[config.mk]
export PLATFORM = sky130hd
export DESIGN_NAME = pgwr_seq
export DESIGN_NICKNAME = d
export VERILOG_FILES = /design/src/rtl/pgwr_pkg.sv /design/src/rtl/pgwr_count.sv /design/src/rtl/pgwr_buf.sv /design/src/rtl/pgwr_seq.sv
export SDC_FILE = /design/constraint.sdc
export NUM_CORES = 1
export LEC_CHECK = 0
export BUFFER_PORTS_ARGS = -buffer_cell sky130_fd_sc_hd__buf_4
export CORE_MARGIN = 3
export CORE_UTILIZATION = 41
export DETAILED_ROUTE_END_ITERATION = 10
export PLACE_DENSITY = 0.61
export SYNTH_ARGS = -nofsm -noshare
export SYNTH_HDL_FRONTEND = slang
export SYNTH_SLANG_ARGS = --single-unit
export TNS_END_PERCENT = 1
[constraint.sdc]
create_clock -name clk -period 3.2 [get_ports clk]
set_clock_uncertainty 0.15 [all_clocks]
set_input_delay 0.64 -clock clk [delete_from_list [all_inputs] [get_ports clk]]
set_output_delay 0.64 -clock clk [all_outputs]
set_load 0.05 [all_outputs]
[src/rtl/pgwr_pkg.sv]
package pgwr_pkg;
    typedef enum logic [1:0] {
        ST_IDLE,
        ST_FILL,
        ST_COPY,
        ST_HOLD
    } pg_state_t;
endpackage

[src/rtl/pgwr_count.sv]
module pgwr_count #(
    parameter int LIMIT = 32,
    parameter int CW    = 5
) (
    input  logic          clk,
    input  logic          rst_n,
    input  logic          clr,
    input  logic          en,
    output logic [CW-1:0] cnt,
    output logic          last
);
    assign last = (cnt == CW'(LIMIT - 1));

    always_ff @(posedge clk or negedge rst_n) begin
        if (!rst_n)
            cnt <= '0;
        else if (clr)
            cnt <= '0;
        else if (en)
            cnt <= last ? '0 : cnt + 1'b1;
    end
endmodule

[src/rtl/pgwr_buf.sv]
module pgwr_buf #(
    parameter int DATA_W     = 8,
    parameter int PAGE_BYTES = 32,
    parameter int COL_W      = 5
) (
    input  logic              clk,
    input  logic              rst_n,
    input  logic              clr,
    input  logic              wr,
    input  logic [COL_W-1:0]  wcol,
    input  logic [DATA_W-1:0] wdata,
    input  logic [COL_W-1:0]  rcol,
    output logic [DATA_W-1:0] rdata,
    output logic              rvalid,
    output logic              any_valid
);
    logic [DATA_W-1:0]     slot_q [PAGE_BYTES];
    logic [PAGE_BYTES-1:0] vmask_q;

    for (genvar g = 0; g < PAGE_BYTES; g++) begin : g_slot
        logic hit;
        assign hit = wr && (wcol == COL_W'(g));

        always_ff @(posedge clk) begin
            if (hit)
                slot_q[g] <= wdata;
        end

        always_ff @(posedge clk or negedge rst_n) begin
            if (!rst_n)
                vmask_q[g] <= 1'b0;
            else if (clr)
                vmask_q[g] <= 1'b0;
            else if (hit)
                vmask_q[g] <= 1'b1;
        end
    end

    assign rdata     = slot_q[rcol];
    assign rvalid    = vmask_q[rcol];
    assign any_valid = |vmask_q;
endmodule

[src/rtl/pgwr_seq.sv]
module pgwr_seq
    import pgwr_pkg::*;
#(
    parameter int ADDR_W     = 11,
    parameter int DATA_W     = 8,
    parameter int PAGE_BYTES = 32,
    parameter int WC_CYCLES  = 40
) (
    input  logic              clk,
    input  logic              rst_n,
    input  logic              wr_start,
    input  logic [ADDR_W-1:0] wr_addr,
    input  logic              byte_stb,
    input  logic [DATA_W-1:0] byte_data,
    input  logic              cs_rise,
    input  logic              bit_partial,
    input  logic              wel,
    input  logic              page_prot,
    output logic              busy,
    output logic              arr_we,
    output logic [ADDR_W-1:0] arr_addr,
    output logic [DATA_W-1:0] arr_wdata,
    output logic              wel_clr
);
    localparam int COL_W  = $clog2(PAGE_BYTES);
    localparam int PAGE_W = ADDR_W - COL_W;
    localparam int HOLD_W = $clog2(WC_CYCLES + 1);

    pg_state_t          state_q, state_d;
    logic [PAGE_W-1:0]  page_q;
    logic [COL_W-1:0]   col_q;
    logic               start_ok, fill_wr, commit_ok;
    logic [COL_W-1:0]   cp_cnt;
    logic               cp_last;
    logic [HOLD_W-1:0]  hd_cnt;
    logic               hd_last;
    logic [DATA_W-1:0]  rd_data;
    logic               rd_valid, any_valid;

    assign start_ok  = (state_q == ST_IDLE) && wr_start && wel && !page_prot;
    assign fill_wr   = (state_q == ST_FILL) && byte_stb;
    assign commit_ok = !bit_partial && (any_valid || byte_stb);

    pgwr_buf #(.DATA_W(DATA_W), .PAGE_BYTES(PAGE_BYTES), .COL_W(COL_W)) u_buf (
        .clk(clk), .rst_n(rst_n), .clr(start_ok), .wr(fill_wr), .wcol(col_q),
        .wdata(byte_data), .rcol(cp_cnt), .rdata(rd_data), .rvalid(rd_valid),
        .any_valid(any_valid)
    );

    pgwr_count #(.LIMIT(PAGE_BYTES), .CW(COL_W)) u_cp_cnt (
        .clk(clk), .rst_n(rst_n), .clr(state_q != ST_COPY),
        .en(state_q == ST_COPY), .cnt(cp_cnt), .last(cp_last)
    );

    pgwr_count #(.LIMIT(WC_CYCLES), .CW(HOLD_W)) u_hd_cnt (
        .clk(clk), .rst_n(rst_n), .clr(state_q != ST_HOLD),
        .en(state_q == ST_HOLD), .cnt(hd_cnt), .last(hd_last)
    );

    // State register
    always_ff @(posedge clk or negedge rst_n) begin
        if (!rst_n)
            state_q <= ST_IDLE;
        else
            state_q <= state_d;
    end

    // Next-state logic
    always_comb begin
        state_d = state_q;
        unique case (state_q)
            ST_IDLE: if (start_ok) state_d = ST_FILL;
            ST_FILL: if (cs_rise)  state_d = commit_ok ? ST_COPY : ST_IDLE;
            ST_COPY: if (cp_last)  state_d = ST_HOLD;
            ST_HOLD: if (hd_last)  state_d = ST_IDLE;
            default:               state_d = ST_IDLE;
        endcase
    end

    // Page and in-page column pointer (wraps inside the page)
    always_ff @(posedge clk or negedge rst_n) begin
        if (!rst_n) begin
            page_q <= '0;
            col_q  <= '0;
        end else if (start_ok) begin
            page_q <= wr_addr[ADDR_W-1:COL_W];
            col_q  <= wr_addr[COL_W-1:0];
        end else if (fill_wr) begin
            col_q  <= (col_q == COL_W'(PAGE_BYTES - 1)) ? '0 : col_q + 1'b1;
        end
    end

    // Outputs
    always_comb begin
        busy      = (state_q == ST_COPY) || (state_q == ST_HOLD);
        arr_we    = (state_q == ST_COPY) && rd_valid;
        arr_addr  = {page_q, cp_cnt};
        arr_wdata = rd_data;
        wel_clr   = (state_q == ST_HOLD) && hd_last;
    end

    a_r6_we_in_busy: assert property (@(posedge clk) disable iff (!rst_n)
        arr_we |-> busy);
    a_r8_clr_then_idle: assert property (@(posedge clk) disable iff (!rst_n)
        wel_clr |=> !busy);
    a_r7_busy_holds: assert property (@(posedge clk) disable iff (!rst_n)
        (busy && !wel_clr) |=> busy);
    a_r10_same_cycle_commit: assert property (@(posedge clk) disable iff (!rst_n)
        (state_q == ST_FILL && cs_rise && !bit_partial && byte_stb) |=> busy);
    a_r5_partial_drop: assert property (@(posedge clk) disable iff (!rst_n)
        (!busy && cs_rise && bit_partial) |=> !busy);
    a_r9_page_stable: assert property (@(posedge clk) disable iff (!rst_n)
        (busy && wr_start) |=> $stable(page_q));
endmodule

==> results of run 1 <==
==> per-stage QoR <==
step	total power, µW	setup slack [ns]	hold slack [ns]
2_1_floorplan	6930	0.01211	0.1944
3_5_place_dp	7939	0.03144	0.3219
5_1_grt	11870	-0.4663	0.02999
3_3_place_gp	7896	0.04510	0.3060
6_report	11410	-0.4092	-0.01599
4_1_cts	11510	-0.4818	0.001402
==> worst register-to-register path: stages (launching register included) <==
cell and delay (ns):
dfrtp_1 0.47, ha_1 0.44, and3_1 0.24, ha_1 0.16, and2_1 0.55
==> registers in the layout (all words and copies together) (netlist names) <==
register / flops
u_buf.vmask_q: 32
col_q: 5
u_cp_cnt.cnt: 5
u_hd_cnt.cnt: 6
page_q: 6
state_q: 2
u_buf.slot_q: 256
==> area by class of cell <==
cell class	count	area (µm²)
clock inverters	21	105.1
fillers	2482	15070
well taps	390	488.0
inverters	6	22.52
flip-flops and latches	312	9096
multi-input cells	315	3364
repair buffers	109	1015
clock buffers	35	790.8
==> cells by family (layout without fill, tap and decap cells) <==
family,count (synthesis),in the layout
xor gates and xnor gates,6,6
buffers and inverters,47,171
muxes,108,108
AOI/OAI and AO/OA,45,45
DFF,312,312
and+or+nand+nor,147,147
adders and majority gates,9,9
==> placed cells by master (no fill, tap or decap), drive strengths merged, types with 11 or more instances in the layout <==
| cell type | netlist | layout |
|---|---|---|
| edfxtp | 256 | 256 |
| buf | 16 | 109 |
| mux4 | 85 | 85 |
| nor2 | 76 | 76 |
| dfrtp | 56 | 56 |
| clkbuf | 25 | 35 |
| a21oi | 28 | 28 |
| clkinv | 1 | 21 |
| mux2 | 16 | 16 |
| nand2 | 11 | 11 |
==> layer usage <==
layer,global-route usage,vias up
met5,0,-
met4,0.05911,2
met3,0.03105,54
met2,0.2890,217
met1,0.2533,3598
li1,-,2900
==> worst paths after layout <==
kind                       depth (start not counted)                  end            start
min in group clk                                   2           state_q[1]      bit_partial
max                                                6         arr_wdata[2]  u_cp_cnt.cnt[0]
max in group asynchronous                          1      u_cp_cnt.cnt[0]            rst_n
min reg2reg                                        1      u_hd_cnt.cnt[0]  u_hd_cnt.cnt[0]
min                                                1            page_q[5]            rst_n
max reg2reg                                        4  u_buf.slot_q[31][6]         col_q[0]
==> power groups by stage <==
stage	clock, µW	combinational [µW]	sequential, µW
floorplan	0	2260	4670
global placement	0	3160	4730
detailed placement	0	3200	4740
CTS	3290	3610	4610
global route	3460	3780	4620
finish	3230	3570	4610
==> repair_timing <==
item                                    CTS  global route
buffers inserted                          7             0
pin swaps                                 1             0
endpoints found under the hold margin     0             0
hold buffers                              0             0
resized for setup                        19            10
gates cloned                              2             0
endpoints found under the setup margin    9             9
==> results.md, run 1 <==
* CTS tree: yes
* Vias at ~6,800
* Remaining DRCs at 0
* Synth Area in Adders at 0.008926
* Synth Area in Compound Gates at 0.02231
* Yosys cell types at 43
* Crit path required time at roughly 2.4 ns
* Startpoint Class: register
* Met2 wire len at 14.38 mm
* H-Tree Depth at 1
* Final setup viols at 9
* Unrepaired setup endpoints after global routing: yes
* Net Count, Synth at between 700 and 800
* Detail Placement HPWL at 18.71 mm
* Global-route wire length before repair at between 40 and 50 mm
* CP peak stage delay at 0.54 ns
* # diodes at 0
* Number of global-route vias before repair at about 7,200
* Total CTS buffers at 31
* GRT Residual Overflow at 0
* FF+latch count, synth at between 300 and 400
* Post-synth EDFFs at ~260
* Initial antenna violation count at 1
* Starting density of the core at 0.4212
* Area share of the largest cell type after synthesis at 0.6093
* Synth cell count leaders: edfxtp_1, mux4_2, nor2_1
* Pleak at 0.005302 µW
* DP Area at 13,770 µm²
* Int Pwr at about 8100 µW
* Mapped cell area at 12,620 µm²
* Mux contribution to synthesized area at 0.1716
* Max Transition Viols Final at 0
* Failing checks: hold timing, setup timing
* Max VDD drop at 432.8 µV
* Initial DRC count at between 600 and 700
* Num rows at 63
* Share of layout cells above drive strength 1 at 0.3120
* Crit path arrival time at 2.82 ns
* Syn_area_per_cell at about 19 µm²
* Final Hold Fails at 42
* Reg-to-reg setup timing slack at 0.80 ns
* Sw Ratio at 0.2946
* Top FF cell, synth: edfxtp_1
* Placed cell count at 1,124
* Die Span Y at 181.4 µm
* IO buf count at 48
* Crit path kind: register to output port
* DRT Wirelength at 29.33 mm
* Net Switching at 3362 µW
* Final nets at 811
* Final cell count without fillers at 1,188
* Simple-gate share of the synthesized area at 0.05554
* Clock insertion delay at the later pin of the skew report at 0.56 ns
* Io pins at 49
* Critical path's top delay family: multiplexers
* Max cap viols at 0
* Crit-path most repeated cell: mux4_2
* Rel. slew slack at 0.5118
* Seq pwr share at 0.404
* Slew @ Worst Pin at 0.7300 ns
* Crit. End Element: output port
* Average wire per standard cell at 24.69 µm
* Area growth, synth to finish at 17.96%
* Highest routed layer: met5
* Worst Hold Class: input port to asynchronous set/reset pin
* Final Util at 0.4968
* Crit-path slowest cell: mux4_2
* Power share of the combinational group at 0.313
* Synth area leaders: edfxtp_1, mux4_2, dfrtp_1
* Full die area at 32,910 µm²
* CORE AREA at 29,950 µm²
* Die span in x at 181.4 µm
* Fraction of registers with async set or reset after synthesis at 0.1795
* Largest net degree at the start of global routing at 57
* Fmax at 277.1 MHz
* PwrDens at 767.0 nW/µm²
* Clk sink count at approximately 310
* Status: complete, but fails checks
* Yosys warning count at 0
* Reg clk slew, reported paths at 0.06 ns
* Largest family of logic cells by synthesized area: multiplexers
* Clk buf depth at 3
* Final min period at approximately 3.6 ns
* Most common cell in the synthesized netlist: edfxtp_1
* Drt via density at 5.699
* CTS Root Cell: clkbuf_16
* 1st-pass router iterations at 5
* Post-synthesis xor/xnor area fraction at 0.004165
* Post-synthesis sequential area ratio at 0.7204
* Hold slack at -0.01599 ns
* Finished Cell Area at 14,880 µm²
* Crit share post-route at 1.128
* DR WL met3 at 1.510 mm
* Worst-path cell chain: buf_12, buf_16, mux4_2, mux4_2, mux2_4, buf_6
* Buffer and inverter count on the worst path at 3
* Final ANT Viol Nets at 0
* Final WS setup at -0.4092 ns
* Cell taking the most area after synthesis: edfxtp_1
* Post-synthesis cell count at about 670
* Clock Power Share at 0.283
* Worst-path fanout max at 9
* Total track usage at 0.1800
* Final RePlAce weighted congestion at 0.8044
* Routed metal-1 wire length at roughly 13 mm
* Setup TNS Final at -3.347 ns
Power figures use the tool's default switching activity.
==> run 2: changes to the inputs <==
--- a/config.mk
+++ b/config.mk
@@ -12,5 +12,6 @@
 export PLACE_DENSITY = 0.61
 export SYNTH_ARGS = -nofsm -noshare
 export SYNTH_HDL_FRONTEND = slang
+export SYNTH_HIERARCHICAL = 1
 export SYNTH_SLANG_ARGS = --single-unit
 export TNS_END_PERCENT = 1
==> results.md, run 2 <==
* Most common cell after layout, fill and taps aside: edfxtp_1
* Reg2Reg Depth at 6
* Vias at 6,890
* Reg-to-reg setup timing slack at 0.61 ns
* Drt via density at 5.732
* Unrepaired setup endpoints after global routing: yes
* Remaining DRCs at 0
* DP Area at between 10,000 and 15,000 µm²
* Num rows at 64
* Yosys cell types at 49
* Fmax at 278.1 MHz
* Die span in x at 182.5 µm
* Clk buf depth at 3
* Crit. End Element: output port
* Fraction of registers with async set or reset after synthesis at 0.1795
* Io pins at 49
* # diodes at 0
* IO buf count at 48
* Pleak at 0.005344 µW
* Max VDD drop at around 950 µV
* Top flop regs: u_buf/slot_q: 256 flops, u_buf/vmask_q: 32 flops
* Finished Cell Area at between 15,000 and 20,000 µm²
* Post-synth EDFFs at ~260
* Global-route wire length before repair at 42.86 mm
* Mapped cell area at 12,780 µm²
* Area share of the largest cell type after synthesis at 0.6016
* Final setup viols at 9
* Final RePlAce weighted congestion at 0.8294
* DRT Wirelength at 29.05 mm
* H-Tree Depth at 2
* Final min period at 3.595 ns
* Crit path kind: register to output port
* Max cap viols at 0
* Initial DRC count at 901
* Initial antenna violation count at 2
* FILL cells at 2,513
* Total CTS buffers at 34
* Worst Hold Class: input port to asynchronous set/reset pin
* Worst-path fanout max at 8
* Clk sink count at 312
* Final nets at 812
* Die Span Y at 182.5 µm
* Rel. slew slack at 0.4862
* Startpoint Class: register
* CTS Root Cell: clkbuf_16
* Full die area at 33,320 µm²
* Largest net degree at the start of global routing at 57
* CTS Hold Buffers Added at 0
* Failing checks: setup timing
* Final Hold Fails at 0
* Crit share post-route at 1.124
* Final WS setup at -0.3954 ns
* Synth cell count leaders: edfxtp_1, mux4_2, nor2_1
* Net Count, Synth at 710
* Reg with most FFs: u_buf/slot_q
* Slew @ Worst Pin at approximately 0.77 ns
* Post-synthesis sequential area ratio at 0.7113
* Max FFs per register at 256
* Reg clk slew, reported paths at 0.05 ns
* Max Transition Viols Final at 0
* Top FF cell, synth: edfxtp_1
* Share of layout cells above drive strength 1 at 0.3437
* Starting density of the core at 0.4167
* CORE AREA at 30,670 µm²
* Crit path launch: u_cp_cnt/cnt[0]
* CTS tree: yes
* Final Util at 0.4967
* Status: complete, but fails checks
* FF+latch count, synth at between 300 and 400
* Syn_area_per_cell at ~19 µm²
* Yosys warning count at 6
* Crit path arrival time at 2.81 ns
* Number of global-route vias before repair at 7,106
* Synth area leaders: edfxtp_1, mux4_2, dfrtp_1
* Most common cell in the synthesized netlist: edfxtp_1
* Detail Placement HPWL at roughly 18 mm
* Worst R2R End: u_buf/slot_q[8][3]
* Commonest cells after routing, fill and taps aside: edfxtp_1, mux4_2, buf_4
* Cell taking the most area after synthesis: edfxtp_1
* Post-synthesis cell count at between 600 and 700
* Total track usage at 0.1710
* GRT Residual Overflow at 0
* Average wire per standard cell at between 20 and 25 µm
* Clock insertion delay at the later pin of the skew report at 0.51 ns
* Final ANT Viol Nets at 0
* PwrDens at between 800 and 900 nW/µm²
* Area growth, synth to finish at 19.21%
* Crit path required time at 2.41 ns
* 1st-pass router iterations at 6
## run 2: cells by family (layout without fill, tap and decap cells)
kind of cell | Yosys count | after routing | synth area share
simple gates | 145 | 145 | 0.05904
xor+xnor | 3 | 3 | 0.002057
buf+inv | 47 | 175 | 0.01958
mux | 114 | 114 | 0.1804
fa+ha+maj | 5 | 5 | 0.004896
compound gates | 52 | 52 | 0.02281
flops | 312 | 312 | 0.7112
## run 2: timing repair
item | 4_1_cts | 5_1_grt
hold endpoints to repair | 0 | 0
setup buffers | 0 | 4
setup endpoints to repair | 9 | 9
gates resized for setup | 1 | 22
gates cloned | 0 | 6
## run 2: layout make-up
cell class / instances / area, µm² / share of cell area
clock buffers: 41 / 898.4 / 0.05897
multi-input cells: 319 / 3468 / 0.2277
repair buffers: 106 / 1065 / 0.06990
clock inverters: 21 / 182.7 / 0.01199
well taps: 396 / 495.5 / 0.03253
inverters: 7 / 26.28 / 0.001725
flip-flops and latches: 312 / 9097 / 0.5972
## run 2: worst max path at each step
stage          depth (start not counted)      endpoint
5_1_grt                                6  arr_wdata[3]
2_1_floorplan                          6        arr_we
6_report                               6  arr_wdata[3]
3_3_place_gp                           6        arr_we
3_5_place_dp                           6        arr_we
4_1_cts                                5  arr_wdata[2]
## run 2: metal layers
metal	share of wire	vias up	track usage	routed length, µm
met1	0.41	3629	0.2261	11860
li1	-	2928	-	-
met2	0.50	268	0.2851	14430
met5	0.0010	-	0	30
met4	0.026	4	0.05180	745
met3	0.069	61	0.03847	1992
## run 2: critical path, cell delays in order, from the launching register on
cell	delay [ns]
dfrtp_4	0.48
buf_12	0.16
clkbuf_16	0.17
mux4_2	0.50
mux4_2	0.52
mux2_4	0.30
buf_6	0.16
## run 2: metrics by stage
step / setup slack (ns) / instances / TNS, ns / total power, µW / hold WS (ns)
after global routing: -0.4354 / 1202 / -3.735 / 13210 / 0.07531
after floorplan: 0.06207 / 678 / 0 / 7575 / 0.1944
after global placement: 0.09117 / 1130 / 0 / 8538 / 0.3382
final: -0.3954 / 1202 / -3.212 / 12680 / 0.02705
after CTS: -0.4390 / 1192 / -3.676 / 12370 / 0.05119
after detailed placement: 0.09660 / 1130 / 0 / 8591 / 0.3484
## run 2: report_power, final
part | total, µW | switching [µW] | internal [µW] | leakage (µW)
Clock | 3750 | 1560 | 2190 | 0.000535
Sequential | 4940 | 338 | 4600 | 0.00304
Combinational | 3990 | 1990 | 2000 | 0.00177
Total | 12700 | 3890 | 8790 | 0.00534
